<file path="src/rtl/uart_irq_pkg.sv">
package uart_irq_pkg;
  localparam int RAW_W   = 11;
  localparam int NLINES  = 6;
  localparam int CTRL_W  = 5;
  localparam int MODEM_W = 4;

  // raw status bit positions
  localparam int B_RI  = 0;
  localparam int B_CTS = 1;
  localparam int B_DCD = 2;
  localparam int B_DSR = 3;
  localparam int B_RX  = 4;
  localparam int B_TX  = 5;
  localparam int B_RT  = 6;
  localparam int B_FE  = 7;

  // control register bit positions
  localparam int C_LB   = 0;
  localparam int C_DTR  = 1;
  localparam int C_RTS  = 2;
  localparam int C_OUT1 = 3;
  localparam int C_OUT2 = 4;

  typedef enum logic [2:0] {
    SEL_DATA = 3'd0,
    SEL_CTRL = 3'd1,
    SEL_LINE = 3'd2,
    SEL_MASK = 3'd3,
    SEL_RAW  = 3'd4,
    SEL_MSKD = 3'd5,
    SEL_CLR  = 3'd6,
    SEL_FLAG = 3'd7
  } reg_sel_e;

  // which raw bits feed each output line
  function automatic logic [RAW_W-1:0] line_group(input int idx);
    logic [RAW_W-1:0] g;
    g = '0;
    case (idx)
      0: g = '1;
      1: g[B_RX] = 1'b1;
      2: g[B_TX] = 1'b1;
      3: g[B_RT] = 1'b1;
      4: g[MODEM_W-1:0] = '1;
      default: g[RAW_W-1:B_FE] = '1;
    endcase
    return g;
  endfunction
endpackage

</file>
<file path="src/rtl/uart_irq_rst_sync.sv">
module uart_irq_rst_sync #(
  parameter int STAGES = 2
) (
  input  logic clk,
  input  logic rst_n,
  output logic rst_n_s
);
  logic [STAGES-1:0] sync_q;

  always_ff @(posedge clk or negedge rst_n) begin
    if (!rst_n) sync_q <= '0;
    else        sync_q <= {sync_q[STAGES-2:0], 1'b1};
  end

  assign rst_n_s = sync_q[STAGES-1];
endmodule

</file>
<file path="src/rtl/uart_irq_cfg.sv">
module uart_irq_cfg
  import uart_irq_pkg::*;
#(
  parameter int REG_W = 16
) (
  input  logic             clk,
  input  logic             rst_n,
  input  logic             wr_en,
  input  logic [2:0]       wr_sel,
  input  logic [REG_W-1:0] wr_data,
  output logic [CTRL_W-1:0] ctrl_q,
  output logic             brk_q,
  output logic [RAW_W-1:0] mask_q,
  output logic             lb_upd,
  output logic             brk_rise
);
  logic             ctrl_we, line_we, mask_we;
  logic [CTRL_W-1:0] ctrl_d;
  logic             brk_d;
  logic [RAW_W-1:0] mask_d;

  always_comb begin
    ctrl_we  = wr_en && (wr_sel == SEL_CTRL);
    line_we  = wr_en && (wr_sel == SEL_LINE);
    mask_we  = wr_en && (wr_sel == SEL_MASK);
    ctrl_d   = ctrl_we ? wr_data[CTRL_W-1:0] : ctrl_q;
    brk_d    = line_we ? wr_data[0] : brk_q;
    mask_d   = mask_we ? wr_data[RAW_W-1:0] : mask_q;
    lb_upd   = ctrl_we && wr_data[C_LB];
    brk_rise = line_we && wr_data[0] && !brk_q;
  end

  always_ff @(posedge clk or negedge rst_n) begin
    if (!rst_n) begin
      ctrl_q <= '0;
      brk_q  <= 1'b0;
      mask_q <= '0;
    end else begin
      if (ctrl_we) ctrl_q <= ctrl_d;
      if (line_we) brk_q  <= brk_d;
      if (mask_we) mask_q <= mask_d;
    end
  end
endmodule

</file>
<file path="src/rtl/uart_irq_modem.sv">
module uart_irq_modem
  import uart_irq_pkg::*;
#(
  parameter int REG_W = 16
) (
  input  logic               clk,
  input  logic               rst_n,
  input  logic               lb_upd,
  input  logic [REG_W-1:0]   wr_data,
  output logic [MODEM_W-1:0] flags_q,
  output logic [MODEM_W-1:0] flags_new
);
  logic [MODEM_W-1:0] flags_d;

  always_comb begin
    flags_new        = '0;
    flags_new[B_RI]  = wr_data[C_OUT2];
    flags_new[B_CTS] = wr_data[C_RTS];
    flags_new[B_DCD] = wr_data[C_OUT1];
    flags_new[B_DSR] = wr_data[C_DTR];
    flags_d          = lb_upd ? flags_new : flags_q;
  end

  always_ff @(posedge clk or negedge rst_n) begin
    if (!rst_n)      flags_q <= '0;
    else if (lb_upd) flags_q <= flags_d;
  end
endmodule

</file>
<file path="src/rtl/uart_irq_raw.sv">
module uart_irq_raw
  import uart_irq_pkg::*;
#(
  parameter int REG_W = 16
) (
  input  logic               clk,
  input  logic               rst_n,
  input  logic               wr_en,
  input  logic [2:0]         wr_sel,
  input  logic [REG_W-1:0]   wr_data,
  input  logic               rx_trig_set,
  input  logic               rx_trig_clr,
  input  logic               rt_set,
  input  logic [3:0]         err_set,
  input  logic               lb_upd,
  input  logic [MODEM_W-1:0] flags_new,
  output logic [RAW_W-1:0]   raw_q
);
  logic [RAW_W-1:0] raw_d;
  logic             raw_en;

  always_comb begin
    raw_d = raw_q;
    if (wr_en && (wr_sel == SEL_CLR)) raw_d = raw_d & ~wr_data[RAW_W-1:0];
    if (rx_trig_set)      raw_d[B_RX] = 1'b1;
    else if (rx_trig_clr) raw_d[B_RX] = 1'b0;
    if (wr_en && (wr_sel == SEL_DATA)) raw_d[B_TX] = 1'b1;
    if (rt_set) raw_d[B_RT] = 1'b1;
    raw_d[RAW_W-1:B_FE] = raw_d[RAW_W-1:B_FE] | err_set;
    if (lb_upd) raw_d[MODEM_W-1:0] = flags_new;
    raw_en = (raw_d != raw_q);
  end

  always_ff @(posedge clk or negedge rst_n) begin
    if (!rst_n)      raw_q <= '0;
    else if (raw_en) raw_q <= raw_d;
  end
endmodule

</file>
<file path="src/rtl/uart_irq_lines.sv">
module uart_irq_lines
  import uart_irq_pkg::*;
(
  input  logic [RAW_W-1:0]  raw_q,
  input  logic [RAW_W-1:0]  mask_q,
  output logic [NLINES-1:0] irq_o
);
  logic [RAW_W-1:0] masked;
  assign masked = raw_q & mask_q;

  for (genvar li = 0; li < NLINES; li++) begin : g_line
    localparam logic [RAW_W-1:0] GRP = line_group(li);
    assign irq_o[li] = |(masked & GRP);
  end
endmodule

</file>
<file path="src/rtl/uart_irq_lb.sv">
module uart_irq_lb
  import uart_irq_pkg::*;
#(
  parameter int REG_W = 16
) (
  input  logic             clk,
  input  logic             rst_n,
  input  logic             wr_en,
  input  logic [2:0]       wr_sel,
  input  logic [REG_W-1:0] wr_data,
  input  logic [2:0]       rd_sel,
  output logic [REG_W-1:0] rd_data,
  input  logic             rx_trig_set,
  input  logic             rx_trig_clr,
  input  logic             rt_set,
  input  logic [3:0]       err_set,
  input  logic             ext_rx_valid,
  input  logic [7:0]       ext_rx_data,
  output logic             rxq_push,
  output logic [8:0]       rxq_data,
  output logic [5:0]       irq_o
);
  logic               rst_n_s;
  logic [CTRL_W-1:0]  ctrl_q;
  logic               brk_q;
  logic [RAW_W-1:0]   mask_q;
  logic               lb_upd;
  logic               brk_rise;
  logic [MODEM_W-1:0] flags_q;
  logic [MODEM_W-1:0] flags_new;
  logic [RAW_W-1:0]   raw_q;
  logic               lb_on;

  uart_irq_rst_sync #(.STAGES(2)) u_rst (
    .clk(clk), .rst_n(rst_n), .rst_n_s(rst_n_s)
  );

  uart_irq_cfg #(.REG_W(REG_W)) u_cfg (
    .clk(clk), .rst_n(rst_n_s), .wr_en(wr_en), .wr_sel(wr_sel),
    .wr_data(wr_data), .ctrl_q(ctrl_q), .brk_q(brk_q), .mask_q(mask_q),
    .lb_upd(lb_upd), .brk_rise(brk_rise)
  );

  uart_irq_modem #(.REG_W(REG_W)) u_modem (
    .clk(clk), .rst_n(rst_n_s), .lb_upd(lb_upd), .wr_data(wr_data),
    .flags_q(flags_q), .flags_new(flags_new)
  );

  uart_irq_raw #(.REG_W(REG_W)) u_raw (
    .clk(clk), .rst_n(rst_n_s), .wr_en(wr_en), .wr_sel(wr_sel),
    .wr_data(wr_data), .rx_trig_set(rx_trig_set), .rx_trig_clr(rx_trig_clr),
    .rt_set(rt_set), .err_set(err_set), .lb_upd(lb_upd),
    .flags_new(flags_new), .raw_q(raw_q)
  );

  uart_irq_lines u_lines (
    .raw_q(raw_q), .mask_q(mask_q), .irq_o(irq_o)
  );

  assign lb_on = ctrl_q[C_LB];

  // receive queue source select
  always_comb begin
    rxq_push = 1'b0;
    rxq_data = '0;
    if (lb_on && wr_en && (wr_sel == SEL_DATA)) begin
      rxq_push = 1'b1;
      rxq_data = {1'b0, wr_data[7:0]};
    end else if (lb_on && brk_rise) begin
      rxq_push = 1'b1;
      rxq_data = {1'b1, 8'h00};
    end else if (!lb_on && ext_rx_valid) begin
      rxq_push = 1'b1;
      rxq_data = {1'b0, ext_rx_data};
    end
  end

  // read mux
  always_comb begin
    rd_data = '0;
    case (reg_sel_e'(rd_sel))
      SEL_CTRL: rd_data[CTRL_W-1:0]  = ctrl_q;
      SEL_LINE: rd_data[0]           = brk_q;
      SEL_MASK: rd_data[RAW_W-1:0]   = mask_q;
      SEL_RAW:  rd_data[RAW_W-1:0]   = raw_q;
      SEL_MSKD: rd_data[RAW_W-1:0]   = raw_q & mask_q;
      SEL_FLAG: rd_data[MODEM_W-1:0] = flags_q;
      default:  rd_data = '0;
    endcase
  end
endmodule

</file>
<file path="config.mk">
export PLATFORM = sky130hd
export DESIGN_NAME = uart_irq_lb
export DESIGN_NICKNAME = d
export VERILOG_FILES = /design/src/rtl/uart_irq_pkg.sv /design/src/rtl/uart_irq_rst_sync.sv /design/src/rtl/uart_irq_cfg.sv /design/src/rtl/uart_irq_modem.sv /design/src/rtl/uart_irq_raw.sv /design/src/rtl/uart_irq_lines.sv /design/src/rtl/uart_irq_lb.sv
export SDC_FILE = /design/constraint.sdc
export NUM_CORES = 1
export LEC_CHECK = 0
export BUFFER_PORTS_ARGS = -buffer_cell sky130_fd_sc_hd__buf_2
export CAP_MARGIN = 15
export CORE_UTILIZATION = 49
export CTS_CLUSTER_DIAMETER = 120
export DETAILED_ROUTE_END_ITERATION = 7
export GPL_TIMING_DRIVEN = 0
export PLACE_DENSITY = 0.82
export SKIP_LAST_GASP = 1
export SLEW_MARGIN = 40
export SYNTH_ARGS = -nofsm -noshare
export SYNTH_HDL_FRONTEND = slang
export SYNTH_SLANG_ARGS = --single-unit
</file>
<file path="constraint.sdc">
create_clock -name clk -period 1.9 [get_ports clk]
set_clock_uncertainty 0.1 [all_clocks]
set_input_delay 0.19 -clock clk [delete_from_list [all_inputs] [get_ports clk]]
set_output_delay 0.19 -clock clk [all_outputs]
set_load 0.005 [all_outputs]
</file>
==> impl_metrics.ini, run 1 <==
[global_route]
grt_pass1_vias = 1626
grt_antenna_before_repair = 0
grt_pass1_wl_mm = 7.734
grt_max_degree = 33
track_usage = 0.2481
grt.overflow.total = 0

[yosys]
synth_edf_count = 0
synth_top_area_share = 0.4245
async_flop_share = 1.000
avgSynthCellArea_um2 = 11.26
ys_types = 43
seq_area_frac_synth = 0.4245
syn-cell-area_um2 = 2004
synth_ff_type = dfrtp_1
yosys_register_bits = 34
synthTopCellsByArea = dfrtp_1, mux2_4, a32o_1
syn_inst = 178
synth_top_cell_by_area = dfrtp_1
yosys_warnings = 0

[setup_path]
cp_top_family = simple AND/OR/NAND/NOR gates
crit_chain = a22oi_2 -> nand2_1 -> or4_1 -> buf_2
crit_path_start_kind = flip-flop
crit_path_max_incr_delay_ns = 0.53
cp_slowest_cell = or4_1
endpoint_kind = primary output
required_ns = 1.61
cp.buffers_inverters = 1
path_class = reg2out
crit_fanout = 3
arrival_ns = 1.67

[route]
remaining_drc_errors = 0
vias_per_cell = 5.517
drtIter0Drc = 111
vias = 1793
routed_wl_mm = 5.268
dr.pass1.iters = 5
wl_per_cell_um = 16.21
ant_nets = 0

[floorplanning]
rows = 22
io_pins = 73
dieArea_um2 = 4351
die_w_um = 65.96
initial_core_util = 0.5277
core_area_um2 = 3799
die_h_um = 65.96

[layout]
nets = 317
diodes = 0
final_common_cell = buf_2
final_cell_mix = buf_2, dfrtp_1, buf_4
area_delta_synth_final_pct = 35.33
final_core_util = 0.7141
drive_gt1_frac = 0.4838

[place]
dp_hpwl_mm = 3.372
gp_congestion = 0.8040
numPortBuffers = 62
place_ws_ns = 0.2563

[clock_tree]
cts_made_buffers = 5
cts_tree = yes
clk_path_buf_depth = 2
clock_sinks = 34
cts.reportedPaths.clkPinSlew_ns = 0.06
ctsHtreeMaxLevel = 2
clk_latency_ns = 0.29
cts_root_buf = clkbuf_8

[power]
p_per_area_nw_per_um2 = 797.9
worst_ir_drop_vdd_mv = 0.4278
power.leakage_nw = 1.353

[sta]
rsz0062_at_grt = true
fmax_mhz = 510.9
slew_violations = 0
fin_crit_sh = 1.030
max_slew_margin = 0.5365
fin_ws_ns = -0.05720
setup_viol = 1
report.final.hold_viol_count = 0
fin_crit_ns = 1.957
worst_pin_slew_ns = 0.6953

[min_path]
holdCritPathClass = in2reg

[run]
max_cap_viol_count = 0

[run_status]
violations = setup timing
status = complete, but fails checks
[registers in the layout (all words and copies together), names as in the netlist]
| register | cells |
|---|---|
| u_raw.raw_q | 11 |
| u_cfg.brk_q | 1 |
| u_cfg.ctrl_q | 5 |
| u_rst.sync_q | 2 |
| u_cfg.mask_q | 11 |
| u_modem.flags_q | 4 |
[per-layer routing]
layer  GRT usage  routed length [µm]
met1      0.3193                2216
met2      0.3954                2556
met3     0.07069                 433
met4     0.09043                  61
met5           0                   0
[cell usage after synthesis, types with 2 or more instances]
cell type and number:
inv_1 7, a21oi_1 5, a32o_1 8, conb_1 2
o21a_1 2, mux2_4 15, nand2b_1 9, a21o_1 5
a22o_1 8, and2_1 3, clkbuf_1 4, nand3_1 4
nand2_1 14, a32o_2 4, o21ai_0 7, mux2i_1 4
buf_4 6, a22oi_1 7, nor2b_1 3, o22ai_1 2
mux2_2 3, dfrtp_1 34, buf_2 2
[timing repair]
action                                  4_1_cts  5_1_grt
buffers inserted                              7       11
hold buffers                                  7        0
pin swaps                                     3        2
resized for setup                             0        6
endpoints found under the setup margin        9       11
endpoints found under the hold margin         8        0
[final cells by class]
cell class | instances | area [µm²]
multi-input combinational | 126 | 1054
tap | 48 | 60.06
fill | 287 | 1086
timing repair buffer | 87 | 515.5
clock buffer | 6 | 82.58
inverter | 7 | 26.28
clock inverter | 2 | 12.51
sequential | 34 | 852.1
buffer | 15 | 110.1
[path summary, 6_finish.rpt]
path | start | endpoint | slack [ns] | cells after the start
max | u_raw.raw_q[8]$_DFFE_PN0P_ | irq_o[0] | -0.06 | 4
min | wr_data[8] | u_cfg.mask_q[8]$_DFFE_PN0P_ | 0.05 | 2
max reg2reg | u_cfg.mask_q[7]$_DFFE_PN0P_ | u_cfg.mask_q[7]$_DFFE_PN0P_ | 0.87 | 2
min reg2reg | u_rst.sync_q[1]$_DFF_PN0_ | u_raw.raw_q[1]$_DFFE_PN0P_ | 0.22 | 0
max in group asynchronous | u_rst.sync_q[1]$_DFF_PN0_ | u_raw.raw_q[6]$_DFFE_PN0P_ | 1.03 | 0
min in group asynchronous | rst_n | u_rst.sync_q[1]$_DFF_PN0_ | 0.09 | 2
[cells by family (layout without fill, tap and decap cells)]
kind of cell	count (synthesis)	in the layout	synth area share
compound gates	52	52	0.2035
flops	34	34	0.4245
other cells	2	6	0.003747
simple gates	45	45	0.1461
mux	23	23	0.1548
buf+inv	22	117	0.06742
[worst reg2reg max path: stages, from the launching register on]
cell and delay (ns):
dfrtp_1 0.42, buf_4 0.15, mux2_4 0.25
[power breakdown]
part	internal, mW	switching, mW	leakage [nW]
clock	0.291	0.265	0.0472
combinational	0.401	0.239	0.908
sequential	0.844	0.124	0.398
[stage by stage]
stage / TNS (ns) / std cells / cell area (µm²) / power, mW / hold slack [ns]
2_1_floorplan: 0 / 182 / 2019 / 1.284 / -0.2056
3_3_place_gp: 0 / 292 / 2390 / 1.467 / -0.1259
3_5_place_dp: 0 / 292 / 2391 / 1.483 / -0.1249
4_1_cts: -0.04219 / 314 / 2609 / 2.088 / 0.04344
5_1_grt: -0.1399 / 325 / 2713 / 2.274 / 0.03342
6_report: -0.05720 / 325 / 2713 / 2.164 / 0.04578
No activity file was read; power rests on OpenSTA's default activity.
==> run 2, diff against run 1 <==
--- a/config.mk
+++ b/config.mk
@@ -5,13 +5,14 @@
 export SDC_FILE = /design/constraint.sdc
 export NUM_CORES = 1
 export LEC_CHECK = 0
+export ABC_AREA = 1
 export BUFFER_PORTS_ARGS = -buffer_cell sky130_fd_sc_hd__buf_2
 export CAP_MARGIN = 15
 export CORE_UTILIZATION = 49
 export CTS_CLUSTER_DIAMETER = 120
 export DETAILED_ROUTE_END_ITERATION = 7
 export GPL_TIMING_DRIVEN = 0
-export PLACE_DENSITY = 0.82
+export PLACE_DENSITY = 0.83
 export SKIP_LAST_GASP = 1
 export SLEW_MARGIN = 40
 export SYNTH_ARGS = -nofsm -noshare
==> impl_metrics.ini, run 2 <==
[global_route]
grt_antenna_before_repair = 0
grt.overflow.total = 0
grt_pass1_wl_mm = 8.293
grt_pass1_vias = 1815
grt_max_degree = 33
track_usage = 0.2660

[yosys]
ys_types = 23
yosys_register_bits = 34
async_flop_share = 1.000
avgSynthCellArea_um2 = 7.363
synth_top_cell_by_area = dfrtp_1
seq_area_frac_synth = 0.4427
synth-adder-area-share = 0
yosys_warnings = 0
syn-cell-area_um2 = 1922
synth_edf_count = 0
synth_mux_area_frac = 0
synth_top_family_by_area = simple AND/OR/NAND/NOR gates
synth_ff_type = dfrtp_1
synthXorXnorAreaFrac = 0
yosysMostFrequentCell = nand2_1
syn_inst = 261
synthSimpleGateAreaFrac = 0.3079
synth_top_area_share = 0.4427
synthTopCellsByArea = dfrtp_1, nand2_1, o21ai_0
synth-compound-area-share = 0.1387
synth_common_cells = nand2_1, dfrtp_1, inv_1, o21ai_0

[setup_path]
endpoint_kind = primary output
required_ns = 1.61
rr_endpoint = u_cfg.mask_q[2]$_DFFE_PN0P_
cp_top_family = flip-flops
arrival_ns = 1.44
cp_slowest_cell = dfrtp_1
r2r-start = u_rst.sync_q[1]$_DFF_PN0_
crit_path_max_incr_delay_ns = 0.46
crit_chain = clkinv_1 -> nand2_1 -> nand2_1 -> inv_1 -> o21ai_0 -> buf_2
r2r_slack_ns = 1.02
path_class = reg2out
crit_path_start_kind = flip-flop
cp.buffers_inverters = 3
reg2reg_depth = 0
cpMostUsedCell = nand2_1
crit_fanout = 9

[clock_tree]
post_cts_buffers = 0
clk_path_buf_depth = 2
cts-resized-gates = 0
cts_made_buffers = 5
clock_sinks = 34
cts_tree = yes
cts.reportedPaths.clkPinSlew_ns = 0.07
cts_root_buf = clkbuf_8
ctsHtreeMaxLevel = 2
clk_latency_ns = 0.29

[route]
vias = 2003
remaining_drc_errors = 0
wl_per_cell_um = 13.24
ant_nets = 0
vias_per_cell = 5.216
dr.pass1.iters = 4
drtIter0Drc = 153
routed_wl_mm = 5.084

[floorplanning]
io_pins = 73
dieArea_um2 = 4176
die_w_um = 64.63
initial_core_util = 0.5172
die_h_um = 64.63
rows = 22
core_area_um2 = 3716

[place]
placedCellCount = 372
dp_hpwl_mm = 3.730
gp_congestion = 0.8439
numPortBuffers = 59

[layout]
final_cell_mix = nand2_1, buf_2, dfrtp_1
nets = 376
diodes = 0
fill_cells = 355
final_common_cell = nand2_1
final_core_util = 0.6535
area_delta_synth_final_pct = 26.37
drive_gt1_frac = 0.2738
reg.largest.list = u_cfg.mask_q x11, u_raw.raw_q x11, u_cfg.ctrl_q x5
layout.cells.non_filler = 384

[sta]
hold_ws_ns = 0.002910
fmax_mhz = 578.0
worst_pin_slew_ns = 0.6991
slew_violations = 0
report.final.hold_viol_count = 0
fin_crit_sh = 0.9106
tns_ns = 0
setup_viol = 0
max_slew_margin = 0.5340
fin_crit_ns = 1.730
rsz0062_at_grt = false

[run_status]
status = finished clean

[min_path]
worstHoldEndpoint = u_raw.raw_q[4]$_DFFE_PN0P_
holdCritStartpoint = rx_trig_set
hold_depth = 3
holdCritPathClass = in2reg

[power]
worst_ir_drop_vdd_mv = 0.4508
power.leakage_nw = 1.322
p_per_area_nw_per_um2 = 801.3

[run]
max_cap_viol_count = 0
## run 2: cell types whose count changed after synthesis, moves of 9 or more
cell / change
nand3_1: +15
nor2_1: +18
mux2_4: -15
nand2_1: +62
nand2b_1: -9
inv_1: +19
o21ai_1: +9
o21ai_0: +17
## run 2: cell families (layout without fill, tap and decap cells)
kind of cell	count (synthesis)	count (layout)
AO/OA/AOI/OAI	49	49
buffers and inverters	44	115
flip-flops	34	34
other	2	6
AND/OR/NAND/NOR	132	132
## run 2: timing repair
item | CTS | global route
setup endpoints to repair | 0 | 0
hold endpoints to repair | 5 | 0
hold buffers | 4 | 0
## run 2: power by group
part	switching, mW	internal (mW)
clock network	0.269	0.291
registers	0.103	0.838
logic	0.245	0.200
total	0.617	1.33
## run 2: per-stage QoR
stage	instance area (µm²)	power, mW	worst slack (ns)
floorplan	1937	1.198	0.7128
global placement	2292	1.370	0.4180
detailed placement	2293	1.388	0.3974
CTS	2429	1.948	0.1631
global route	2429	2.074	0.02557
finish	2429	1.946	0.1699
## run 2: area by class of cell
| cell class | instances | area [µm²] | area share |
|---|---|---|---|
| buffer | 13 | 88.84 | 0.03658 |
| clock buffer | 6 | 82.58 | 0.03400 |
| clock inverter | 2 | 12.51 | 0.005152 |
| inverter | 31 | 116.4 | 0.04791 |
| multi-input combinational | 187 | 880.8 | 0.3627 |
| sequential | 34 | 852.1 | 0.3508 |
| tap | 48 | 60.06 | 0.02473 |
| timing repair buffer | 63 | 335.3 | 0.1381 |
## run 2: worst max-delay path by stage
stage                                startpoint                             end  cells past startpoint
floorplan                             rd_sel[1]                      rd_data[0]                      4
finish              u_cfg.ctrl_q[0]$_DFFE_PN0N_                        rxq_push                      6
detailed placement                    rd_sel[0]                      rd_data[1]                      6
CTS                 u_cfg.ctrl_q[0]$_DFFE_PN0N_                        rxq_push                      6
global placement      u_rst.sync_q[1]$_DFF_PN0_  u_modem.flags_q[2]$_DFFE_PN0P_                      0
global route        u_cfg.ctrl_q[0]$_DFFE_PN0N_                        rxq_push                      6
## run 2: worst min-delay path, delay by kind of cell
family | cells | cell delay, ns
buf+inv | 2 | 0.10
simple gates | 1 | 0.06
## run 2: metal layers
metal / GRT usage / wire length, µm / share of wire / vias to the layer above
li1: - / - / - / 983
met1: 0.3424 / 2108 / 0.41 / 924
met2: 0.4461 / 2549 / 0.50 / 87
met3: 0.05458 / 344 / 0.068 / 9
met4: 0.08611 / 82 / 0.016 / 0
met5: 0 / 0 / 0 / -
==> run 3, diff against run 2 <==
--- a/config.mk
+++ b/config.mk
@@ -6,13 +6,13 @@
 export NUM_CORES = 1
 export LEC_CHECK = 0
 export ABC_AREA = 1
-export BUFFER_PORTS_ARGS = -buffer_cell sky130_fd_sc_hd__buf_2
 export CAP_MARGIN = 15
-export CORE_UTILIZATION = 49
+export CORE_UTILIZATION = 62
 export CTS_CLUSTER_DIAMETER = 120
 export DETAILED_ROUTE_END_ITERATION = 7
+export DONT_BUFFER_PORTS = 1
 export GPL_TIMING_DRIVEN = 0
-export PLACE_DENSITY = 0.83
+export PLACE_DENSITY = 0.81
 export SKIP_LAST_GASP = 1
 export SLEW_MARGIN = 40
 export SYNTH_ARGS = -nofsm -noshare
==> impl_metrics.ini, run 3 (synthesis results as in run 2) <==
[global_route]
grt_pass1_wl_mm = 8.176
grt_antenna_before_repair = 0
grt_max_degree = 33
track_usage = 0.3338
grt.overflow.total = 0
grt_pass1_vias = 1814

[clock_tree]
ctsHtreeMaxLevel = 2
cts.reportedPaths.clkPinSlew_ns = 0.10
clk_latency_ns = 0.35
clock_sinks = 34
cts_tree = yes
clk_path_buf_depth = 2
cts_root_buf = clkbuf_4
cts_made_buffers = 5
post_cts_buffers = 0

[power]
p_per_area_nw_per_um2 = 742.4
finalPower_mw = 1.736
power.leakage_nw = 1.154
worst_ir_drop_vdd_mv = 0.5249

[layout]
final_cell_mix = nand2_1, dfrtp_1, dlygate4sd3_1
reg.largest.list = u_cfg.mask_q x11, u_raw.raw_q x11, u_cfg.ctrl_q x5
final_core_util = 0.8197
final_common_cell = nand2_1
drive_gt1_frac = 0.1053
nets = 344
area_delta_synth_final_pct = 21.68
multiInputGateArea_um2 = 880.8
diodes = 0
finalInstanceArea_um2 = 2338
seqCellArea_um2 = 852.1
fill_cells = 182

[route]
drtIter0Drc = 90
remaining_drc_errors = 2
wl_per_cell_um = 15.44
dr.pass1.iters = 6
routed_wl_mm = 5.173
ant_nets = 0
vias_per_cell = 5.860
vias = 1963

[sta]
slew_violations = 0
worst_pin_slew_ns = 0.6842
setup_viol = 0
rsz0062_at_grt = true
hold_ws_ns = 0.002628
max_slew_margin = 0.5438
report.final.hold_viol_count = 0
fmax_mhz = 548.8
fin_crit_ns = 1.822
fin_crit_sh = 0.9591
tns_ns = 0

[run_status]
status = complete, but fails checks
violations = DRC

[setup_path]
rr_endpoint = u_raw.raw_q[9]$_DFFE_PN0P_
reg2reg_depth = 3
cp.buffers_inverters = 1
crit_path_start_kind = input pin
endpoint_kind = primary output
required_ns = 1.61
cp_top_family = buffers and inverters
crit_path_max_incr_delay_ns = 0.58
arrival_ns = 1.53
path_class = in2out
crit_chain = dlygate4sd3_1 -> nor2_4 -> nand3_1 -> o21ai_0
critPathLaunch = wr_sel[2]
r2r-start = u_raw.raw_q[9]$_DFFE_PN0P_
cp_slowest_cell = dlygate4sd3_1
crit_fanout = 9
r2r_slack_ns = 0.52

[floorplanning]
core_area_um2 = 2853
die_w_um = 57.68
rows = 19
initial_core_util = 0.6737
io_pins = 73
die_h_um = 57.68
dieArea_um2 = 3326

[min_path]
worstHoldEndpoint = u_cfg.mask_q[9]$_DFFE_PN0P_
holdCritStartpoint = wr_sel[0]
hold_depth = 3
holdCritPathClass = in2reg

[place]
numPortBuffers = 0
dp_hpwl_mm = 3.199
gp_congestion = 0.8052
place_area_um2 = 1977

[run]
max_cap_viol_count = 0
-- run 3: worst max path at each step --
stage	cells past startpoint	to	slack [ns]
after floorplan	4	rd_data[0]	0.71
after global placement	0	u_cfg.ctrl_q[3]$_DFFE_PN0N_	0.45
after detailed placement	5	rd_data[1]	0.48
after CTS	6	u_raw.raw_q[0]$_DFFE_PN0P_	0.08
final	4	rxq_data[5]	0.08
after global routing	6	u_raw.raw_q[0]$_DFFE_PN0P_	-0.02
-- run 3: final cells by class --
class / instances / share of cell area
buffer: 13 / 0.03799
clock buffer: 6 / 0.01766
inverter: 31 / 0.04976
multi-input combinational: 187 / 0.3767
sequential: 34 / 0.3644
timing repair buffer: 31 / 0.1327
clock inverter: 2 / 0.004280
tap: 31 / 0.01659
-- run 3: metrics by stage --
stage	cells	worst slack (ns)
floorplan	265	0.7128
global placement	296	0.4465
detailed placement	296	0.4757
CTS	335	0.08246
global route	335	-0.02193
finish	335	0.07770
-- run 3: what timing repair did --
item | 4_1_cts | 5_1_grt
endpoints found under the setup margin | 0 | 6
hold buffers | 31 | 0
resized for setup | 0 | 2
endpoints found under the hold margin | 27 | 0
-- run 3: metal layers --
layer,share of wire,vias to the layer above,GRT usage,wire (µm)
li1,-,920,-,-
met1,0.38,923,0.4039,1991
met4,0.023,0,0.1259,118
met3,0.092,17,0.09598,474
met2,0.50,103,0.5698,2589
met5,0,-,0,0
-- run 3: where the power goes --
| group | switching (mW) | leakage, nW | internal (mW) |
|---|---|---|---|
| logic | 0.232 | 0.719 | 0.179 |
| registers | 0.0984 | 0.403 | 0.836 |
| clock network | 0.249 | 0.0320 | 0.141 |
| total | 0.580 | 1.15 | 1.16 |
-- run 3: worst reg2reg max path: cells and delay by family (launching register included) --
family | cells | cell delay [ns]
buf+inv | 1 | 0.58
flops | 1 | 0.41
simple gates | 1 | 0.12
compound gates | 1 | 0.06
